==> src/rtl/pxa_pkg.sv <==
package pxa_pkg;

  typedef enum logic [1:0] {
    RNG_FULL = 2'b00,
    RNG_EXT  = 2'b01,
    RNG_STD  = 2'b10,
    RNG_RSVD = 2'b11
  } pxa_range_e;

  // Scale a limit defined at 10-bit resolution to a wider sample (DW >= 10).
  function automatic int pxa_scale(input int code10, input int dw);
    return code10 << (dw - 10);
  endfunction

endpackage

==> src/rtl/pxa_range_ctrl.sv <==
module pxa_range_ctrl (
  input  logic [1:0]             range_sel,
  input  logic                   sync_en,
  output pxa_pkg::pxa_range_e    eff_range,
  output logic                   cfg_bad
);
  import pxa_pkg::*;

  pxa_range_e req_range;

  always_comb begin
    req_range = pxa_range_e'(range_sel);
    cfg_bad   = (req_range == RNG_RSVD) || ((req_range == RNG_FULL) && sync_en);
    eff_range = cfg_bad ? RNG_EXT : req_range;
  end

endmodule

==> src/rtl/pxa_gain_stage.sv <==
module pxa_gain_stage #(
  parameter int DW = 10,
  parameter int GW = 8
) (
  input  logic          clk,
  input  logic          rst_n,
  input  logic          en,
  input  logic [DW-1:0] x,
  input  logic [GW-1:0] g,
  input  logic [DW-1:0] off,
  input  logic          is_chroma,
  output logic [DW:0]   prod_q,
  output logic [DW-1:0] off_q,
  output logic          chroma_q
);
  localparam int PW   = DW + GW + 1;
  localparam int HALF = 1 << (GW - 1);

  logic [PW-1:0] full;
  logic [DW:0]   prod_d;

  always_comb begin
    full   = {{(GW+1){1'b0}}, x} * {{DW{1'b0}}, 1'b1, g};
    full   = full + PW'(HALF);
    prod_d = full[PW-1:GW];
  end

  always_ff @(posedge clk or negedge rst_n) begin
    if (!rst_n) begin
      prod_q   <= '0;
      off_q    <= '0;
      chroma_q <= 1'b0;
    end else if (en) begin
      prod_q   <= prod_d;
      off_q    <= off;
      chroma_q <= is_chroma;
    end
  end

  AST_GAIN_NOT_BELOW: assert property (@(posedge clk) disable iff (!rst_n)
    en |=> (prod_q >= {1'b0, $past(x)}));

endmodule

==> src/rtl/pxa_limit_stage.sv <==
module pxa_limit_stage #(
  parameter int DW = 10
) (
  input  logic                clk,
  input  logic                rst_n,
  input  logic                en,
  input  logic [DW:0]         prod,
  input  logic [DW-1:0]       off,
  input  logic                is_chroma,
  input  pxa_pkg::pxa_range_e range_e,
  output logic [DW-1:0]       q
);
  import pxa_pkg::*;

  localparam int SW       = DW + 3;
  localparam int MID      = 1 << (DW - 1);
  localparam int MAXC     = (1 << DW) - 1;
  localparam int EXT_M    = pxa_scale(4, DW);
  localparam int STD_LO   = pxa_scale(64, DW);
  localparam int STD_Y_HI = pxa_scale(940, DW);
  localparam int STD_C_HI = pxa_scale(960, DW);

  logic signed [SW-1:0] sum;
  logic [DW-1:0]        lo, hi, q_d;

  always_comb begin
    case (range_e)
      RNG_FULL: begin
        lo = '0;
        hi = DW'(MAXC);
      end
      RNG_STD: begin
        lo = DW'(STD_LO);
        hi = is_chroma ? DW'(STD_C_HI) : DW'(STD_Y_HI);
      end
      default: begin
        lo = DW'(EXT_M);
        hi = DW'(MAXC - EXT_M);
      end
    endcase
  end

  always_comb begin
    sum = $signed({2'b00, prod}) + $signed({3'b000, off}) - $signed(SW'(MID));
    if (sum < $signed({3'b000, lo}))      q_d = lo;
    else if (sum > $signed({3'b000, hi})) q_d = hi;
    else                                  q_d = sum[DW-1:0];
  end

  always_ff @(posedge clk or negedge rst_n) begin
    if (!rst_n)  q <= '0;
    else if (en) q <= q_d;
  end

  AST_OUT_WITHIN_LIMITS: assert property (@(posedge clk) disable iff (!rst_n)
    en |=> ((q >= $past(lo)) && (q <= $past(hi))));

  AST_HOLD_WHEN_IDLE: assert property (@(posedge clk) disable iff (!rst_n)
    !en |=> $stable(q));

endmodule

==> src/rtl/pix_level_adjust.sv <==
module pix_level_adjust #(
  parameter int DW  = 10,
  parameter int GW  = 8,
  parameter int NCH = 3
) (
  input  logic               clk,
  input  logic               rst_n,
  input  logic               in_valid,
  input  logic [NCH*DW-1:0]  in_pix,
  input  logic [NCH*GW-1:0]  gain,
  input  logic [NCH*DW-1:0]  offset,
  input  logic [1:0]         range_sel,
  input  logic [NCH-1:0]     chan_is_chroma,
  input  logic               sync_embed_en,
  output logic               out_valid,
  output logic [NCH*DW-1:0]  out_pix,
  output logic               cfg_illegal
);
  import pxa_pkg::*;

  logic       rst_meta, rst_n_i;
  logic       v1_q, v2_q;
  logic       bad_d, bad1_q, bad2_q;
  pxa_range_e eff_d, range1_q;

  // Reset: asserted asynchronously, released after two clock edges.
  always_ff @(posedge clk or negedge rst_n) begin
    if (!rst_n) begin
      rst_meta <= 1'b0;
      rst_n_i  <= 1'b0;
    end else begin
      rst_meta <= 1'b1;
      rst_n_i  <= rst_meta;
    end
  end

  pxa_range_ctrl u_ctrl (
    .range_sel (range_sel),
    .sync_en   (sync_embed_en),
    .eff_range (eff_d),
    .cfg_bad   (bad_d)
  );

  always_ff @(posedge clk or negedge rst_n_i) begin
    if (!rst_n_i) begin
      v1_q   <= 1'b0;
      v2_q   <= 1'b0;
      bad1_q <= 1'b0;
      bad2_q <= 1'b0;
    end else begin
      v1_q   <= in_valid;
      v2_q   <= v1_q;
      bad1_q <= bad_d;
      bad2_q <= bad1_q;
    end
  end

  always_ff @(posedge clk or negedge rst_n_i) begin
    if (!rst_n_i)      range1_q <= RNG_FULL;
    else if (in_valid) range1_q <= eff_d;
  end

  for (genvar c = 0; c < NCH; c++) begin : g_chan
    logic [DW:0]   prod_q;
    logic [DW-1:0] off_q;
    logic          chroma_q;

    pxa_gain_stage #(.DW(DW), .GW(GW)) u_gain (
      .clk       (clk),
      .rst_n     (rst_n_i),
      .en        (in_valid),
      .x         (in_pix[c*DW +: DW]),
      .g         (gain[c*GW +: GW]),
      .off       (offset[c*DW +: DW]),
      .is_chroma (chan_is_chroma[c]),
      .prod_q    (prod_q),
      .off_q     (off_q),
      .chroma_q  (chroma_q)
    );

    pxa_limit_stage #(.DW(DW)) u_limit (
      .clk       (clk),
      .rst_n     (rst_n_i),
      .en        (v1_q),
      .prod      (prod_q),
      .off       (off_q),
      .is_chroma (chroma_q),
      .range_e   (range1_q),
      .q         (out_pix[c*DW +: DW])
    );
  end

  assign out_valid   = v2_q;
  assign cfg_illegal = bad2_q;

  AST_VALID_TWO_CLK: assert property (@(posedge clk) disable iff (!rst_n_i)
    in_valid |-> ##2 out_valid);

  AST_IDLE_TWO_CLK: assert property (@(posedge clk) disable iff (!rst_n_i)
    !in_valid |-> ##2 !out_valid);

  AST_RSVD_FLAGGED: assert property (@(posedge clk) disable iff (!rst_n_i)
    (range_sel == 2'b11) |-> ##2 cfg_illegal);

  AST_FULL_SYNC_FLAGGED: assert property (@(posedge clk) disable iff (!rst_n_i)
    ((range_sel == 2'b00) && sync_embed_en) |-> ##2 cfg_illegal);

  AST_LEGAL_CLEAR: assert property (@(posedge clk) disable iff (!rst_n_i)
    ((range_sel == 2'b01) || (range_sel == 2'b10)) |-> ##2 !cfg_illegal);

  AST_RESET_QUIET: assert property (@(posedge clk)
    !rst_n_i |-> (!out_valid && !cfg_illegal));

endmodule

==> config.mk <==
export PLATFORM = sky130hd
export DESIGN_NAME = pix_level_adjust
export DESIGN_NICKNAME = d
export VERILOG_FILES = /design/src/rtl/pxa_pkg.sv /design/src/rtl/pxa_range_ctrl.sv /design/src/rtl/pxa_gain_stage.sv /design/src/rtl/pxa_limit_stage.sv /design/src/rtl/pix_level_adjust.sv
export SDC_FILE = /design/constraint.sdc
export NUM_CORES = 1
export LEC_CHECK = 0
export BUFFER_PORTS_ARGS = -buffer_cell sky130_fd_sc_hd__buf_2
export CORE_UTILIZATION = 57
export DETAILED_ROUTE_END_ITERATION = 7
export GPL_TIMING_DRIVEN = 0
export PLACE_DENSITY = 0.76
export RECOVER_POWER = 100
export SLEW_MARGIN = 5
export SYNTH_ARGS = -nofsm -noshare
export SYNTH_HDL_FRONTEND = slang
export SYNTH_HIERARCHICAL = 1
export SYNTH_SLANG_ARGS = --single-unit
==> constraint.sdc <==
create_clock -name clk -period 3.8 [get_ports clk]
set_clock_uncertainty 0.1 [all_clocks]
set_input_delay 0.19 -clock clk [delete_from_list [all_inputs] [get_ports clk]]
set_output_delay 0.19 -clock clk [all_outputs]
set_load 0.05 [all_outputs]
* Word level (Yosys, flattened, before mapping)
Index checks and enable logic that the tools add are counted.
** Storage, ports and cells
- Input bits :: 93
- Word-level logic and storage cells :: 57
- Bits in registers :: 104
- Output and inout bits :: 32
** Cells by class
- $add $sub $neg :: 9
- Muxes and demuxes :: 14
- Multiply operators :: 3
- Eq/ne operators :: 2
- Magnitude comparators :: 6
- Reduce and logical (&&, ||, !) cells :: 4
** Operators by type and width (number)
- 2-to-1 mux 10 bit :: 6
- case mux 10 bit (2 select lines) :: 3
- adder 19 x 8 -> 19 bit, second input constant :: 3
- multiplier 10 x 9 -> 19 bit :: 3
- greater-than comparator 13 x 11 -> 1 bit :: 3
- subtractor 13 x 11 -> 13 bit, second input constant :: 3
- adder 11 x 10 -> 12 bit :: 3
- < comparator 13 x 8 -> 1 bit :: 2
- 2-to-1 mux 7 bit :: 3
- case mux 7 bit (2 select lines) :: 1
- < comparator 13 x 11 -> 1 bit :: 1
- == test 2 bit, second input constant :: 2
- zero test 2 bit :: 2
- 2-to-1 mux 2 bit :: 1
- logical AND 1 bit :: 1
- logical OR 1 bit :: 1

* Depth between registers and ports, before layout
Gate-level depths: netlist of the first run.
- Depth after elaboration :: 5
- Gate-level depth with buffers :: 17
- Depth with buffers taken out :: 15

* Modules after synthesis
The synthesis of the first run kept the hierarchy.
** Modules (own cells, without submodules)
- pxa_gain_stage at g_chan[0].u_gain ... :: area an instance 3774.9 um2, times used 2, cells an instance 391
- pxa_limit_stage :: area an instance 1403.8 um2, times used 3, cells an instance 153
- pxa_gain_stage at g_chan[2].u_gain :: area an instance 3688.5 um2, times used 1, cells an instance 377
- pix_level_adjust :: area an instance 226.5 um2, times used 1, cells an instance 11
- pxa_range_ctrl :: area an instance 33.8 um2, times used 1, cells an instance 6

* Least setup slack after synthesis of the first run
OpenSTA, ideal clock, no wires.
- Path type :: input to register
- Start :: in in_pix[4]
- End :: reg g_chan[0].u_gain.prod_q[3]
- Stages :: 16
- Path slack :: -0.955 ns
- Path buffers :: 1
- Arrival :: 4.530 ns
- Cell sequence :: clkbuf_1 > nand2_1 > fa_1 > inv_1 > fa_1 > inv_1 > fa_1 > inv_1 > fa_1 > fa_1 > ha_1 > a211oi_2 > nor2_2 > a311oi_2 > xnor2_1 > mux2_4
** Between the ends
- Cells in the longest elaborated chain, start to end :: 2
** Ends and longest elaborated chain
- from (decl) :: RTL line pix_level_adjust.sv:9 : input logic [NCH*DW-1:0] in_pix,
- multiplier 10 x 9 -> 19 bit :: RTL line pxa_gain_stage.sv:23 : full = {{(GW+1){1'b0}}, x} * {{DW{1'b0}}, 1'b1, g};
- adder 19 x 8 -> 19 bit :: RTL line pxa_gain_stage.sv:24 : full = full + PW'(HALF);
- to (signal assigned) :: RTL line pxa_gain_stage.sv:34 : prod_q <= prod_d;
- to (decl) :: RTL line pxa_gain_stage.sv:12 : output logic [DW:0] prod_q,
Every way passes these cells.
A chain may end at the register's enable or synchronous reset.

* Worst setup path after layout of the first run
- Start :: in in_pix[16]
- End :: reg g_chan[1].u_gain.prod_q[3]
** Between the ends
- Cells in the longest elaborated chain, start to end :: 2
** Ends and longest elaborated chain (RTL line)
- multiplier 10 x 9 -> 19 bit :: pxa_gain_stage.sv:23
- adder 19 x 8 -> 19 bit :: pxa_gain_stage.sv:24
- to (signal assigned) :: pxa_gain_stage.sv:34
- to (decl) :: pxa_gain_stage.sv:12
Every way passes these cells.

==> flow_summary.ini, run 1 <==
[clock_tree]
cts.sinks = 104
cts_max_level = 3
cts_max_path_buffers = 2
clock_latency_ns = 0.36
cts_tree = done
numCtsBuffers = 9
clk_pin_slew_worst_paths_ns = 0.08
root_buffer = clkbuf_16

[critical_path]
cp_top_family = adder cells
rr_worst_depth = 12
crit_cells = 16
worst_ep_arrival_time_ns = 4.47
path_buf_inv = 4
crit_path_frequent_cell = fa_1
path_cells = clkbuf_16 -> nand2_4 -> fa_1 -> inv_1 -> fa_1 -> inv_2 -> fa_1 -> inv_2 -> fa_1 -> fa_2 -> ha_4 -> a211oi_4 -> nor2_4 -> a311oi_4 -> xnor2_1 -> mux2_4
cp-end-kind = flop
crit_type = in -> reg
crit_fanout = 5
critPathLaunchType = input pin
critical_path.max_stage_delay_ns = 0.59
cp.required_ns = 3.95
r2r_end = g_chan[1].u_limit/q[2]
critPathSlowestCell = fa_2
timing.reg2reg.setup_slack_ns = 0
r2r_start = g_chan[1].u_gain/prod_q[1]

[yosys]
avgSynthCellArea_um2 = 9.61
synth_warnings = 6
netlist_area_um2 = 15700
synth.distinct_cells = 83
synth_top_area_cell = fa_1
synth_seq_cells = 104
synth.most_common_cell = inv_1
ys_seq_area_frac = 0.166
synth-edff-count = 0
syn_nets = 2127
synthTopCellsByCount = 232 x inv_1, 225 x ha_1, 202 x nand2_1
netlist_instances = 1635
synthTopCellsByArea = fa_1 22%, ha_1 18%, dfrtp_1 17%
yosys_most_used_dff = dfrtp_1
yosysTopAreaCellShare = 0.222
async_reset_ff_frac = 1.00

[run]
max-cap-violations = 1

[floorplanning]
coreArea_um2 = 27000
initial_core_util = 0.581
die_h_um = 168
dieArea_um2 = 28200
die_x_um = 168
io-pin-count = 125
placementRows = 60

[finish]
area_growth_pct = 21.2
stdcell_area_um2 = 19000
drive_gt1_frac = 0.221
final_nets = 2315
fill_cells = 2008
diodes = 0

[route]
viasPerCell = 5.74
via_count = 12500
dr.first_iter.drc_count = 741
post_drt_wl_per_cell_um = 16.8
firstDrtPassIters = 5
wl_mm = 36.5
postRouteAntennaNets = 0
drcViolationCount = 0

[outcome]
violations = capacitance limit, slew limit, setup timing
status = finished, violations left

[global_route]
track_usage = 0.259
grt_overflow_total = 0
grt_pass1_wl_mm = 59.9
first_global_vias = 12600
grt_max_degree = 59
antenna_found_initial = 0

[place]
dp_hpwl_mm = 27.6
pre_cts_slack_ns = -0.983
routabilityCongestion = 0.914
placed_cell_area_um2 = 17200
port_buffers = 96

[timing]
drv_slew = 59
worstMarginPinSlew_ns = 2.27
relSlewSlack = -0.515
max_freq_ghz = 0.231
timing.final.hold_violations = 0
setup_viol = 31
post-route-period-util = 1.14
rsz0062_at_grt = yes
min_period_ns = 4.32
fin_ws_ns = -0.521
setup_tns_ns = -11.14

[hold_path]
whs_path_depth = 2
hold_start = offset[4]
holdPathEnd = g_chan[0].u_gain/off_q[4]
holdCritPathClass = in -> reg

[pwr]
ir_drop_mv = 0.517
leakagePower_nw = 9.48
pwr_density_cell_nw_per_um2 = 857
power_mw = 16.3
## metrics by stage
stage | std cells | util | hold slack [ns]
global route | 2169 | 0.705 | 0.00598
finish | 2169 | 0.705 | 0.0239
global placement | 2072 | 0.635 | -0.125
detailed placement | 2073 | 0.636 | -0.122
floorplan | 1635 | - | -0.206
CTS | 2145 | 0.686 | 0.00489
## cells in the final DEF, fill, tap and decap left out, drive strengths merged, types with 8 or more instances in the layout
cell         count
a211oi          18
a21o            34
a21oi           64
a22oi           17
a31oi           11
and2           117
and4             9
buf            126
clkbuf          83
dfrtp          104
dlygate4sd3     35
fa             174
ha             225
inv            235
mux2            50
nand2          204
nand2b          11
nand3           19
nand4           11
nor2            49
nor4             8
o21a            13
o21ai           23
o31ai           11
or3              9
xnor2           15
xor2            29
## worst max path at each step
stage                           from                    endpoint  slack, ns
after detailed placement    gain[13]  g_chan[1].u_gain/prod_q[5]      -0.98
after CTS                 in_pix[16]  g_chan[1].u_gain/prod_q[3]      -0.44
final                     in_pix[16]  g_chan[1].u_gain/prod_q[3]      -0.52
after global placement       gain[5]  g_chan[0].u_gain/prod_q[5]      -0.89
after global routing      in_pix[16]  g_chan[1].u_gain/prod_q[5]      -0.63
after floorplan            in_pix[6]  g_chan[0].u_gain/prod_q[5]      -0.63
## where the power goes
part | switching, mW | total (mW) | internal, mW
sequential | 0.297 | 1.82 | 1.53
combinational | 7.55 | 13.6 | 6.01
clock | 0.451 | 0.924 | 0.473
total | 8.30 | 16.3 | 8.01
## layer usage
layer / share of wire / global-route usage / routed length, um / up-vias
met5: 0 / 0 / 0 / -
met4: 0.017 / 0.0618 / 615 / 0
met3: 0.035 / 0.0256 / 1280 / 59
met2: 0.51 / 0.454 / 18700 / 295
met1: 0.43 / 0.344 / 15800 / 6217
li1: - / - / - / 5886
## cell type report
class / count / area [um^2] / area share
plain buffers: 53 / 643 / 0.0338
clock buffers: 10 / 239 / 0.0125
clock inverters: 6 / 50.0 / 0.00263
inverters: 232 / 871 / 0.0457
multi-input cells: 1242 / 12900 / 0.677
flip-flops and latches: 104 / 2600 / 0.137
well taps: 341 / 427 / 0.0224
repair buffers: 181 / 1320 / 0.0693
## cells by family after synthesis
logic type,share of synthesized area
AOI/OAI and AO/OA,0.129
buffers and inverters,0.0734
muxes,0.0395
adders and majority gates,0.401
and+or+nand+nor,0.167
xor gates and xnor gates,0.0245
other,0.000239
DFF,0.166
## worst reg2reg max path, stage by stage (launching register included)
cell and delay, ns:
dfrtp_1 0.41, ha_1 0.30, ha_2 0.18, inv_1 0.06
fa_1 0.46, nand2b_4 0.18, a211oi_1 0.50, o21ai_0 0.22
a211oi_2 0.23, o2111a_1 0.37, nor2b_4 0.25, mux2i_1 0.10
a221o_1 0.32
## sequential cells by signal, summed over array words and instances, names as in the netlist
| signal | cells |
|---|---|
| rst_n_i | 1 |
| g_chan.u_gain/prod_q | 33 |
| g_chan.u_limit/q | 30 |
| rst_meta | 1 |
| g_chan.u_gain/chroma_q | 3 |
| v1_q | 1 |
| bad1_q | 1 |
| g_chan.u_gain/off_q | 30 |
| cfg_illegal | 1 |
| range1_q | 2 |
| out_valid | 1 |
## timing repair
action / in CTS / in global routing
pin swaps: 45 / 63
cloned: 0 / 0
setup buffers: 25 / 24
hold endpoints to repair: 34 / 1
hold buffers: 34 / 1
endpoints found under the setup margin: 49 / 54
gates resized for setup: 108 / 88
(Power assumes the default switching activity.)
==> run 2, diff against run 1 <==
Settings changed: CORE_MARGIN set to 5, SKIP_CTS_REPAIR_TIMING set to 1.
==> run 2 against run 1 <==
  * Fmax increased by 2.4%
  * Highest routed layer unchanged
  * The flow still finishes with violations (capacitance limit, slew limit, setup timing)
  * Critical path depth is 1 lower
  * Wire length fell by 2.5%
==> flow_summary.ini, run 2 (synthesized netlist as in run 1, its figures left out) <==
[global_route]
antenna_found_initial = 0
grt_max_degree = 63
grt_pass1_wl_mm = 57.6
first_global_vias = 12100
track_usage = 0.222
grt_overflow_total = 0

[finish]
final_nets = 2297
final_common_cell = inv_1
regMostFlops = g_chan.u_gain/prod_q
top_regs = g_chan.u_gain/prod_q: 33 flops, g_chan.u_gain/off_q: 30 flops, g_chan.u_limit/q: 30 flops
drive_gt1_frac = 0.208
largest_reg_flops = 33
mostFrequentLayoutCells = 228 x inv_1, 204 x ha_1, 188 x nand2_1, 161 x fa_1, 104 x dfrtp_1
area_growth_pct = 18.7
diodes = 0

[clock_tree]
cts_max_level = 3
cts_tree = done
clock_latency_ns = 0.36
cts.sinks = 104
numCtsBuffers = 9
clk_pin_slew_worst_paths_ns = 0.07
cts_max_path_buffers = 2
root_buffer = clkbuf_16

[outcome]
violations = capacitance limit, slew limit, setup timing
status = finished, violations left

[run]
max-cap-violations = 2

[timing]
rsz0062_at_grt = yes
hold_slack_ns = 0.0150
fin_ws_ns = -0.421
setup_viol = 29
post-route-period-util = 1.11
drv_slew = 105
worstMarginPinSlew_ns = 1.62
max_freq_ghz = 0.237
relSlewSlack = -0.0833
min_period_ns = 4.22
timing.final.hold_violations = 0

[critical_path]
cp-end-kind = flop
critical_path.max_stage_delay_ns = 0.54
crit_fanout = 10
crit_path_frequent_cell = fa_1
worst_ep_arrival_time_ns = 4.37
path_cells = buf_4 -> and2_4 -> fa_2 -> fa_1 -> inv_1 -> fa_1 -> inv_1 -> fa_1 -> fa_1 -> ha_4 -> a211oi_4 -> nor2_4 -> a311oi_4 -> xnor2_1 -> mux2_4
cp.required_ns = 3.95
crit_type = in -> reg
critPathSlowestCell = fa_1
critPathLaunchType = input pin

[route]
postRouteAntennaNets = 0
wl_mm = 35.6
via_count = 12200
firstDrtPassIters = 7
viasPerCell = 5.69
dr.first_iter.drc_count = 585
post_drt_wl_per_cell_um = 16.5
drcViolationCount = 0

[place]
routabilityCongestion = 0.881
port_buffers = 96
pre_cts_slack_ns = -0.925
dp_hpwl_mm = 27.6

[floorplanning]
die_x_um = 176
die_h_um = 176
coreArea_um2 = 27000
initial_core_util = 0.581
dieArea_um2 = 31000
placementRows = 60
io-pin-count = 125

[hold_path]
holdCritPathClass = in -> reg

[pwr]
leakagePower_nw = 9.27
ir_drop_mv = 0.641
pwr_density_cell_nw_per_um2 = 845
## run 2: path summary, 6_finish.rpt
kind | slack, ns | end | from | cells past startpoint
max in group asynchronous | 0.73 | g_chan[0].u_gain/prod_q[4] | rst_n_i | 1
min in group asynchronous | 0.03 | rst_n_i | rst_n | 2
setup / recovery | -0.42 | g_chan[0].u_gain/prod_q[3] | gain[5] | 15
hold reg to reg | 0.26 | cfg_illegal | bad1_q | 0
hold / removal | 0.02 | g_chan[0].u_gain/off_q[3] | offset[3] | 2
setup reg to reg | 0.01 | g_chan[2].u_limit/q[2] | g_chan[2].u_gain/prod_q[1] | 12
## run 2: layout make-up
type                            count  area, um^2
Sequential cell                   104        2600
Fill cell                        2110        8380
Clock inverter                      7        55.1
Clock buffer                        9         225
Multi-Input combinational cell   1242       12800
Buffer                             53         581
Timing Repair Buffer              163        1090
Inverter                          232         871
Tap cell                          341         427
## run 2: worst max-delay path, delay by kind of cell
| family | cells | cell delay (ns) |
|---|---|---|
| compound gates | 2 | 0.67 |
| xor+xnor | 1 | 0.11 |
| simple gates | 2 | 0.28 |
| buf+inv | 3 | 0.25 |
| fa+ha+maj | 6 | 2.62 |
| mux | 1 | 0.26 |
## run 2: routing by layer
metal / global-route usage / wire length [um] / up-vias
met5: 0 / 0 / -
met4: 0.0403 / 429 / 0
met3: 0.0261 / 1190 / 31
met2: 0.378 / 17900 / 251
met1: 0.311 / 16100 / 6099
li1: - / - / 5852
## run 2: stage by stage
stage | total power, mW | utilization | TNS [ns] | area, um^2 | instances
global placement | 12.8 | 0.635 | -75.39 | 17200 | 2072
global route | 17.2 | 0.690 | -12.78 | 18600 | 2151
CTS | 14.2 | 0.646 | -12.95 | 17500 | 2089
detailed placement | 13.1 | 0.636 | -24.97 | 17200 | 2073
finish | 15.8 | 0.690 | -7.31 | 18600 | 2151
floorplan | 10.9 | - | -11.68 | 16300 | 1635
## run 2: power breakdown
group          switching (mW)  total, mW  internal [mW]
Sequential              0.277       1.80           1.53
Clock                   0.447      0.900          0.453
Combinational            7.38       13.0           5.67
